[src/rtl/ptrk_pkg.sv]
package ptrk_pkg;

    typedef enum logic [1:0] {
        ST_EMPTY   = 2'd0,
        ST_PARTIAL = 2'd1,
        ST_FULL    = 2'd2
    } occ_state_e;

endpackage

[src/rtl/ptrk_match.sv]
module ptrk_match #(
    parameter int ENTRIES = 4,
    parameter int ADDR_W  = 16
) (
    input  logic [ENTRIES-1:0]             valid,
    input  logic [ENTRIES-1:0][ADDR_W-1:0] tags,
    input  logic [ADDR_W-1:0]              key,
    output logic                           hit,
    output logic [$clog2(ENTRIES)-1:0]     idx
);
    localparam int IDX_W = $clog2(ENTRIES);

    // Scan from the top down so that the lowest matching slot wins.
    always_comb begin
        hit = 1'b0;
        idx = '0;
        for (int i = ENTRIES - 1; i >= 0; i--) begin
            if (valid[i] && (tags[i] == key)) begin
                hit = 1'b1;
                idx = IDX_W'(i);
            end
        end
    end
endmodule

[src/rtl/ptrk_alloc.sv]
module ptrk_alloc #(
    parameter int ENTRIES = 4
) (
    input  logic [ENTRIES-1:0]         valid,
    output logic                       any_free,
    output logic [$clog2(ENTRIES)-1:0] free_idx
);
    localparam int IDX_W = $clog2(ENTRIES);

    // Lowest-numbered free slot.
    always_comb begin
        any_free = 1'b0;
        free_idx = '0;
        for (int i = ENTRIES - 1; i >= 0; i--) begin
            if (!valid[i]) begin
                any_free = 1'b1;
                free_idx = IDX_W'(i);
            end
        end
    end
endmodule

[src/rtl/page_use_tracker.sv]
module page_use_tracker
    import ptrk_pkg::*;
#(
    parameter int ADDR_W     = 16,
    parameter int PAGE_WORDS = 64,
    parameter int ENTRIES    = 4,
    parameter int CNT_W      = 8,
    parameter int MISS_W     = 16
) (
    input  logic                         clk,
    input  logic                         rst_n,
    input  logic                         fill_valid,
    input  logic [ADDR_W-1:0]            fill_addr,
    input  logic                         evict_valid,
    input  logic [ADDR_W-1:0]            evict_addr,
    input  logic [ADDR_W-1:0]            query_addr,
    output logic                         query_hit,
    output logic [CNT_W-1:0]             query_count,
    output logic [$clog2(ENTRIES+1)-1:0] active_pages,
    output logic [MISS_W-1:0]            map_misses,
    output logic                         overflow,
    output logic                         table_full
);
    localparam int OFF_W = $clog2(PAGE_WORDS);
    localparam int IDX_W = $clog2(ENTRIES);
    localparam int ACT_W = $clog2(ENTRIES + 1);
    localparam logic [ADDR_W-1:0] PAGE_MASK = ~((ADDR_W'(1) << OFF_W) - ADDR_W'(1));
    localparam logic [ACT_W-1:0]  FULL_CNT  = ACT_W'(ENTRIES);

    // Stored table
    logic [ENTRIES-1:0]             valid_q;
    logic [ENTRIES-1:0][ADDR_W-1:0] tag_q;
    logic [ENTRIES-1:0][CNT_W-1:0]  cnt_q;
    logic [ACT_W-1:0]               active_q;
    logic [MISS_W-1:0]              miss_q;
    logic                           ovf_q;
    occ_state_e                     state_q;

    // Next-state signals
    logic [ENTRIES-1:0]             valid_mid, valid_d;
    logic [ENTRIES-1:0][CNT_W-1:0]  cnt_mid, cnt_d;
    logic [ENTRIES-1:0][ADDR_W-1:0] tag_d;
    logic [ACT_W-1:0]               active_d;
    occ_state_e                     state_d;
    logic                           release_ev, alloc_ev, miss_ev, reject_ev;

    logic [ADDR_W-1:0] ev_page, fl_page, q_page;
    logic              ev_hit, fl_hit, q_hit, free_any;
    logic [IDX_W-1:0]  ev_idx, fl_idx, q_idx, free_idx;

    assign ev_page = evict_addr & PAGE_MASK;
    assign fl_page = fill_addr  & PAGE_MASK;
    assign q_page  = query_addr & PAGE_MASK;

    // Eviction lookup on the stored table
    ptrk_match #(.ENTRIES(ENTRIES), .ADDR_W(ADDR_W)) u_ev_match (
        .valid(valid_q), .tags(tag_q), .key(ev_page), .hit(ev_hit), .idx(ev_idx)
    );

    // Eviction is applied first
    always_comb begin
        valid_mid  = valid_q;
        cnt_mid    = cnt_q;
        release_ev = 1'b0;
        if (evict_valid && ev_hit) begin
            cnt_mid[ev_idx] = cnt_q[ev_idx] - CNT_W'(1);
            if (cnt_q[ev_idx] <= CNT_W'(1)) begin
                valid_mid[ev_idx] = 1'b0;
                cnt_mid[ev_idx]   = '0;
                release_ev        = 1'b1;
            end
        end
    end

    // Fill lookup and allocation on the post-eviction table
    ptrk_match #(.ENTRIES(ENTRIES), .ADDR_W(ADDR_W)) u_fl_match (
        .valid(valid_mid), .tags(tag_q), .key(fl_page), .hit(fl_hit), .idx(fl_idx)
    );

    ptrk_alloc #(.ENTRIES(ENTRIES)) u_alloc (
        .valid(valid_mid), .any_free(free_any), .free_idx(free_idx)
    );

    always_comb begin
        valid_d   = valid_mid;
        cnt_d     = cnt_mid;
        tag_d     = tag_q;
        alloc_ev  = 1'b0;
        miss_ev   = 1'b0;
        reject_ev = 1'b0;
        if (fill_valid) begin
            if (fl_hit) begin
                cnt_d[fl_idx] = cnt_mid[fl_idx] + CNT_W'(1);
            end else begin
                miss_ev = 1'b1;
                if (free_any) begin
                    valid_d[free_idx] = 1'b1;
                    tag_d[free_idx]   = fl_page;
                    cnt_d[free_idx]   = CNT_W'(1);
                    alloc_ev          = 1'b1;
                end else begin
                    reject_ev = 1'b1;
                end
            end
        end
    end

    always_comb begin
        active_d = active_q;
        if (alloc_ev && !release_ev)      active_d = active_q + ACT_W'(1);
        else if (release_ev && !alloc_ev) active_d = active_q - ACT_W'(1);
    end

    // Occupancy state transitions
    always_comb begin
        state_d = state_q;
        unique case (state_q)
            ST_EMPTY: begin
                if (active_d != '0)
                    state_d = (active_d == FULL_CNT) ? ST_FULL : ST_PARTIAL;
            end
            ST_PARTIAL: begin
                if (active_d == '0)           state_d = ST_EMPTY;
                else if (active_d == FULL_CNT) state_d = ST_FULL;
            end
            ST_FULL: begin
                if (active_d != FULL_CNT)
                    state_d = (active_d == '0) ? ST_EMPTY : ST_PARTIAL;
            end
            default: state_d = ST_EMPTY;
        endcase
    end

    // State register and table
    always_ff @(posedge clk) begin
        if (!rst_n) begin
            state_q  <= ST_EMPTY;
            valid_q  <= '0;
            tag_q    <= '0;
            cnt_q    <= '0;
            active_q <= '0;
            miss_q   <= '0;
            ovf_q    <= 1'b0;
        end else begin
            state_q  <= state_d;
            valid_q  <= valid_d;
            tag_q    <= tag_d;
            cnt_q    <= cnt_d;
            active_q <= active_d;
            miss_q   <= miss_q + MISS_W'(miss_ev);
            ovf_q    <= reject_ev;
        end
    end

    // Outputs
    always_comb begin
        unique case (state_q)
            ST_EMPTY:   table_full = 1'b0;
            ST_PARTIAL: table_full = 1'b0;
            ST_FULL:    table_full = 1'b1;
            default:    table_full = 1'b0;
        endcase
    end

    ptrk_match #(.ENTRIES(ENTRIES), .ADDR_W(ADDR_W)) u_q_match (
        .valid(valid_q), .tags(tag_q), .key(q_page), .hit(q_hit), .idx(q_idx)
    );

    assign query_hit    = q_hit;
    assign query_count  = q_hit ? cnt_q[q_idx] : '0;
    assign active_pages = active_q;
    assign map_misses   = miss_q;
    assign overflow     = ovf_q;
endmodule

[config.mk]
export PLATFORM = sky130hd
export DESIGN_NAME = page_use_tracker
export DESIGN_NICKNAME = d
export VERILOG_FILES = /design/src/rtl/ptrk_pkg.sv /design/src/rtl/ptrk_match.sv /design/src/rtl/ptrk_alloc.sv /design/src/rtl/page_use_tracker.sv
export SDC_FILE = /design/constraint.sdc
export NUM_CORES = 1
export LEC_CHECK = 0
export BUFFER_PORTS_ARGS = -buffer_cell sky130_fd_sc_hd__buf_2
export CORE_ASPECT_RATIO = 1.5
export CORE_MARGIN = 4
export CORE_UTILIZATION = 45
export DETAILED_ROUTE_END_ITERATION = 10
export HOLD_SLACK_MARGIN = 0.1
export PLACE_DENSITY = 0.71
export RECOVER_POWER = 100
export SLEW_MARGIN = 20
export SYNTH_ARGS = -nofsm -noshare
export SYNTH_HDL_FRONTEND = slang
export SYNTH_SLANG_ARGS = --single-unit
[constraint.sdc]
create_clock -name clk -period 9.6 [get_ports clk]
set_input_delay 0.48 -clock clk [delete_from_list [all_inputs] [get_ports clk]]
set_output_delay 0.48 -clock clk [all_outputs]
set_load 0.01 [all_outputs]
==> impl_metrics.ini, run 1 <==
[synth]
ys.flop_type = dfxtp_1
ys_seq_elements = 98
seq_area_frac_synth = 0.253
synth_largest_area_cell = dfxtp_1
synth-warning-count = 0
synth_area_mm2 = 0.00776
postSynthAreaPerCell_um2 = 8.02
synth_cell_types = 94
yosysTopAreaCellShare = 0.253
syn_nets = 1027
synthArstFlopShare = 0
synth_edf_count = 0
synthTopCellsByArea = dfxtp_1 (25%), xnor2_1 (14%), mux2i_1 (8.5%)
synthCells = 968

[setup_path]
critical_path.startpoint = tag_q[23]
crit_type = reg -> reg
critPathLaunchType = flop
rr_startpoint = tag_q[23]
cp-end-kind = flop
cp.arrival_ns = 7.85
r2r_cells = 17
r2r-end = cnt_q[31]
setup.worst_path.end = cnt_q[31]
cp_data_required_time_ns = 9.84
critPathMaxFanout = 18
rrSetupSlack_ns = 1.99

[sta]
slew_headroom = 0.342
finalCriticalPeriod_ns = 7.61
setup-tns-final_ns = 0
hold_violations = 0
rsz0062_at_grt = false
drv_slew = 0
fmax_mhz = 131
finClkSkew_ns = 0.0104
setup_slack_ns = 1.99
min_period_over_period = 0.793
hold_ws_ns = 0.497
max_slew.worst_pin.slew_ns = 0.987
finalSetupViolCount = 0

[detailed_routing]
antenna_left = 0
wirelength_met1_mm = 9.53
drc = 0
dr_total_vias = 7443
wirelength_mm = 26.3
top_layer = met4
vias_per_cell = 6.21
drt_first_pass_iters = 5
route.met3.wl_mm = 1.42
wl_met2_mm = 13.0
initialDrtViolationCount = 519
routedWlPerCell_um = 21.9

[pwr]
leakage_nw = 2.98
powerDensity_mw_per_mm2 = 115
vdd.ir_drop.worst_mv = 0.0878

[cells_and_area]
area_growth_pct = 6.90
nNetsFinal = 1043
drive_gt1_frac = 0.102
layout_commonest_cell = xnor2_1
final_cell_mix = xnor2_1 (122), nand2_1 (98), dfxtp_1 (98), nor2_1 (97), mux2i_1 (66)
diodes = 0

[clock_tree]
cts_setup_buffers = 0
cts_hold_buffers = 0
clk_pin_slew_ns = 0.08
cts-root-buf = clkbuf_16
cts_sinks = 98
cts_buffer_depth = 2
cts_resized = 0
h-tree-depth = 3
tritoncts = done
cts_made_buffers = 9
worst_skew_pair.late_latency_ns = 0.36

[placement]
hpwl_mm = 20.8
dp_slack_ns = 3.38
io_buffers = 63
place.gp.congestion = 1.03

[die]
rows = 58
die_y_um = 169
die_area_mm2 = 0.0195
ioPinCount = 82
core_mm2 = 0.0168
fp.dieW_um = 115
initial_utilization = 0.461

[grt]
grt-ovfl-total = 0
grt_pass1_vias = 7205
antenna_found_initial = 0
grt_max_degree = 80
grt_usage = 0.271
grt_first_pass_wirelength_mm = 40.5

[hold_path]
hold_path_class = in -> reg
hold_depth = 3

[run]
max_cap_viol_count = 0

[status]
outcome = completed
state kept, by name, summed over array words and instances (netlist names):
name	flops
active_pages	3
cnt_q	32
map_misses	16
overflow	1
state_q	2
tag_q	40
valid_q	4
worst min-delay path by stage:
stage,from,endpoint
after floorplan,state_q[1],state_q[0]
after global placement,map_misses[6],map_misses[6]
after detailed placement,map_misses[15],map_misses[15]
after CTS,fill_addr[9],tag_q[25]
after global routing,fill_addr[13],tag_q[13]
final,fill_addr[9],tag_q[25]
metrics by stage:
stage	cells	cell area, µm²	power, mW	utilization
floorplan	968	7760	0.546	-
global placement	1183	8090	0.583	0.481
detailed placement	1183	8090	0.585	0.481
CTS	1199	8400	0.957	0.499
global route	1199	8300	0.986	0.493
finish	1199	8300	0.951	0.493
power by group:
group	total, mW	switching, mW	internal, mW
clock network	0.375	0.189	0.186
registers	0.430	0.0143	0.415
logic	0.146	0.0909	0.0553
metal layers:
| layer | track usage | vias up |
|---|---|---|
| li1 | - | 3507 |
| met1 | 0.298 | 3504 |
| met2 | 0.462 | 315 |
| met3 | 0.0336 | 117 |
| met4 | 0.211 | 0 |
| met5 | 0 | - |
cells by family after synthesis:
logic type,share of synthesized area
multiplexers,0.0924
AND/OR/NAND/NOR,0.269
buffers and inverters,0.0458
XOR/XNOR,0.159
adder cells (fa/ha/maj),0.0113
flip-flops,0.253
AO/OA/AOI/OAI,0.170
worst max-delay path, stage by stage (launching register included):
cell,delay (ns)
dfxtp_1,0.49
xnor2_1,0.19
nand4_1,0.34
nor3_1,0.78
o31ai_1,0.34
a221oi_1,0.92
ha_1,0.46
nor2_1,0.19
a21oi_4,0.19
nand4_1,0.63
o211a_1,0.64
a31oi_1,0.75
o22ai_1,0.22
a221oi_2,0.40
nor4_1,0.17
and3b_4,0.24
xor2_1,0.17
o31ai_2,0.35
synthesized netlist by cell type, types with 8 or more instances:
cell type,count
and2_1,10
nor4_1,14
o211ai_1,9
nor3_1,20
nor2_1,97
inv_1,20
nand2_1,98
o22ai_1,8
nand4_1,38
and3_1,12
o21ai_0,45
mux2i_1,66
dfxtp_1,98
xor2_1,19
nand3_1,39
a21oi_1,26
clkbuf_1,40
xnor2_1,122
or3_1,14
buf_2,8
cell type report:
| cell class | instances | area, µm² |
|---|---|---|
| fill | 1701 | 8540 |
| multi-input combinational | 788 | 5380 |
| inverter | 20 | 75.1 |
| clock inverter | 7 | 81.3 |
| tap | 210 | 263 |
| sequential | 98 | 1960 |
| timing repair buffer | 67 | 308 |
| clock buffer | 9 | 225 |
Note: power is estimated with default switching activity, not from simulation.
==> inputs of run 2 (changes only) <==
- PLACE_DENSITY: 0.71 -> 0.73
- clock period: 9.6 -> 6.3 ns (I/O delays scaled with it)
==> impl_metrics.ini, run 2 (same netlist as run 1, synthesis figures left out) <==
[status]
outcome = completed

[detailed_routing]
initialDrtViolationCount = 522
wirelength_mm = 27.4
routedWlPerCell_um = 22.2
drc = 0
wl_met2_mm = 13.1
antenna_left = 0
vias_per_cell = 6.08
route.met3.wl_mm = 1.37
dr_total_vias = 7502
top_layer = met4
drt_first_pass_iters = 5
wirelength_met1_mm = 10.1

[setup_path]
slowest_stage = o21ai_0
crit_type = reg -> reg
cp_data_required_time_ns = 6.52
critPathLaunchType = flop
cp-end-kind = flop
r2r_cells = 22
rr_startpoint = tag_q[30]
rrSetupSlack_ns = 0.38
cp_common_cell = buf_4
path_cells = xnor2_1, nand4_1, buf_4, or3_1, nor2_1, a221oi_2, buf_4, inv_1, ha_1, nor2_1, buf_4, a21oi_4, nand4_4, o21ai_0, a31oi_2, o22ai_1, a221oi_1, nor4_1, and3b_4, xor2_1, o31ai_2, clkbuf_1
cpPeakStageDelay_ns = 0.57
critPathMaxFanout = 18
r2r-end = cnt_q[31]
crit_buf_inv = 5
cp.arrival_ns = 6.14
crit_family = simple AND/OR/NAND/NOR gates

[die]
rows = 58
die_y_um = 169
fp.dieW_um = 115
initial_utilization = 0.461
ioPinCount = 82
core_mm2 = 0.0168
die_area_mm2 = 0.0195

[sta]
slew_headroom = 0.338
max_slew.worst_pin.slew_ns = 0.992
hold_ws_ns = 0.354
hold_violations = 0
finClkSkew_ns = 0.0122
finalCriticalPeriod_ns = 5.92
rsz0062_at_grt = false
finalSetupViolCount = 0
drv_slew = 0
min_period_over_period = 0.939
fmax_mhz = 169
setup-tns-final_ns = 0

[clock_tree]
cts-root-buf = clkbuf_16
cts_made_buffers = 9
cts_setup_buffers = 0
cts_resized = 0
cts_buffer_depth = 2
cts_hold_buffers = 0
tritoncts = done
clk_pin_slew_ns = 0.07
h-tree-depth = 3
cts_sinks = 98
worst_skew_pair.late_latency_ns = 0.36

[cells_and_area]
area_growth_pct = 10.0
nNetsFinal = 1077
drive_gt1_frac = 0.128
layout_commonest_cell = xnor2_1
final_cell_mix = xnor2_1 (122), nand2_1 (98), dfxtp_1 (98), nor2_1 (97), mux2i_1 (66)
top_register = tag_q
largest_register_ff_count = 40
fillers = 1718
diodes = 0
postLayoutCellArea_mm2 = 0.00854

[placement]
io_buffers = 63
dpl-instance-area_mm2 = 0.00835
hpwl_mm = 21.7
place.gp.congestion = 1.02

[hold_path]
hold_path_class = in -> reg
min_to = tag_q[30]
hold_start = fill_addr[14]
hold_depth = 3

[pwr]
p_sw_mw = 0.438
clock_power_share = 0.387
leakage_nw = 3.13
powerDensity_mw_per_mm2 = 170
combPwrFrac = 0.164
intPower_mw = 1.01
seq_power_share = 0.450
vdd.ir_drop.worst_mv = 0.154
p_sw_frac = 0.302

[grt]
grt_max_degree = 80
grt_pass1_vias = 7434
grt_usage = 0.284
antenna_found_initial = 0
grt_first_pass_wirelength_mm = 42.0
grt-ovfl-total = 0

[run]
max_cap_viol_count = 0
-- run 2: routing by layer --
layer / GRT usage / vias to the layer above
li1: - / 3564
met1: 0.316 / 3501
met2: 0.470 / 318
met3: 0.0354 / 119
met4: 0.243 / 0
met5: 0 / -
-- run 2: worst reg2reg max path, delay by kind of cell (launching register included) --
kind / cells / cell delay (ns)
and+or+nand+nor: 7 / 2.09
AOI/OAI and AO/OA: 7 / 1.61
buffers and inverters: 5 / 0.93
xor gates and xnor gates: 2 / 0.62
DFF: 1 / 0.37
adders and majority gates: 1 / 0.19
-- run 2: through the flow --
step	instances	total power, mW	utilization	worst slack (ns)
finish	1233	1.45	0.507	0.382
detailed placement	1217	0.903	0.496	0.754
CTS	1233	1.46	0.513	0.798
global placement	1217	0.900	0.496	0.727
floorplan	968	0.832	-	1.55
global route	1233	1.51	0.507	0.203
-- run 2: power groups by stage --
stage	Clock [mW]	Combinational, mW	Sequential (mW)
after floorplan	0	0.169	0.663
after detailed placement	0	0.237	0.666
after global routing	0.597	0.257	0.653
after global placement	0	0.235	0.666
after CTS	0.571	0.238	0.652
final	0.561	0.237	0.652
-- run 2: area by class of cell --
| type | count | area, µm² | area share |
|---|---|---|---|
| Multi-Input combinational cell | 788 | 5420 | 0.634 |
| Sequential cell | 98 | 1960 | 0.230 |
| Timing Repair Buffer | 101 | 531 | 0.0621 |
| Tap cell | 210 | 263 | 0.0308 |
| Clock buffer | 10 | 239 | 0.0280 |
| Inverter | 20 | 75.1 | 0.00879 |
| Clock inverter | 6 | 56.3 | 0.00659 |
-- run 2: worst max-delay path by stage --
stage | from | endpoint | cells after the start
2_1_floorplan | evict_addr[13] | cnt_q[7] | 19
3_5_place_dp | evict_addr[10] | cnt_q[2] | 22
4_1_cts | tag_q[26] | cnt_q[31] | 21
5_1_grt | tag_q[26] | cnt_q[31] | 21
3_3_place_gp | evict_addr[14] | cnt_q[31] | 23
6_report | tag_q[30] | cnt_q[31] | 22
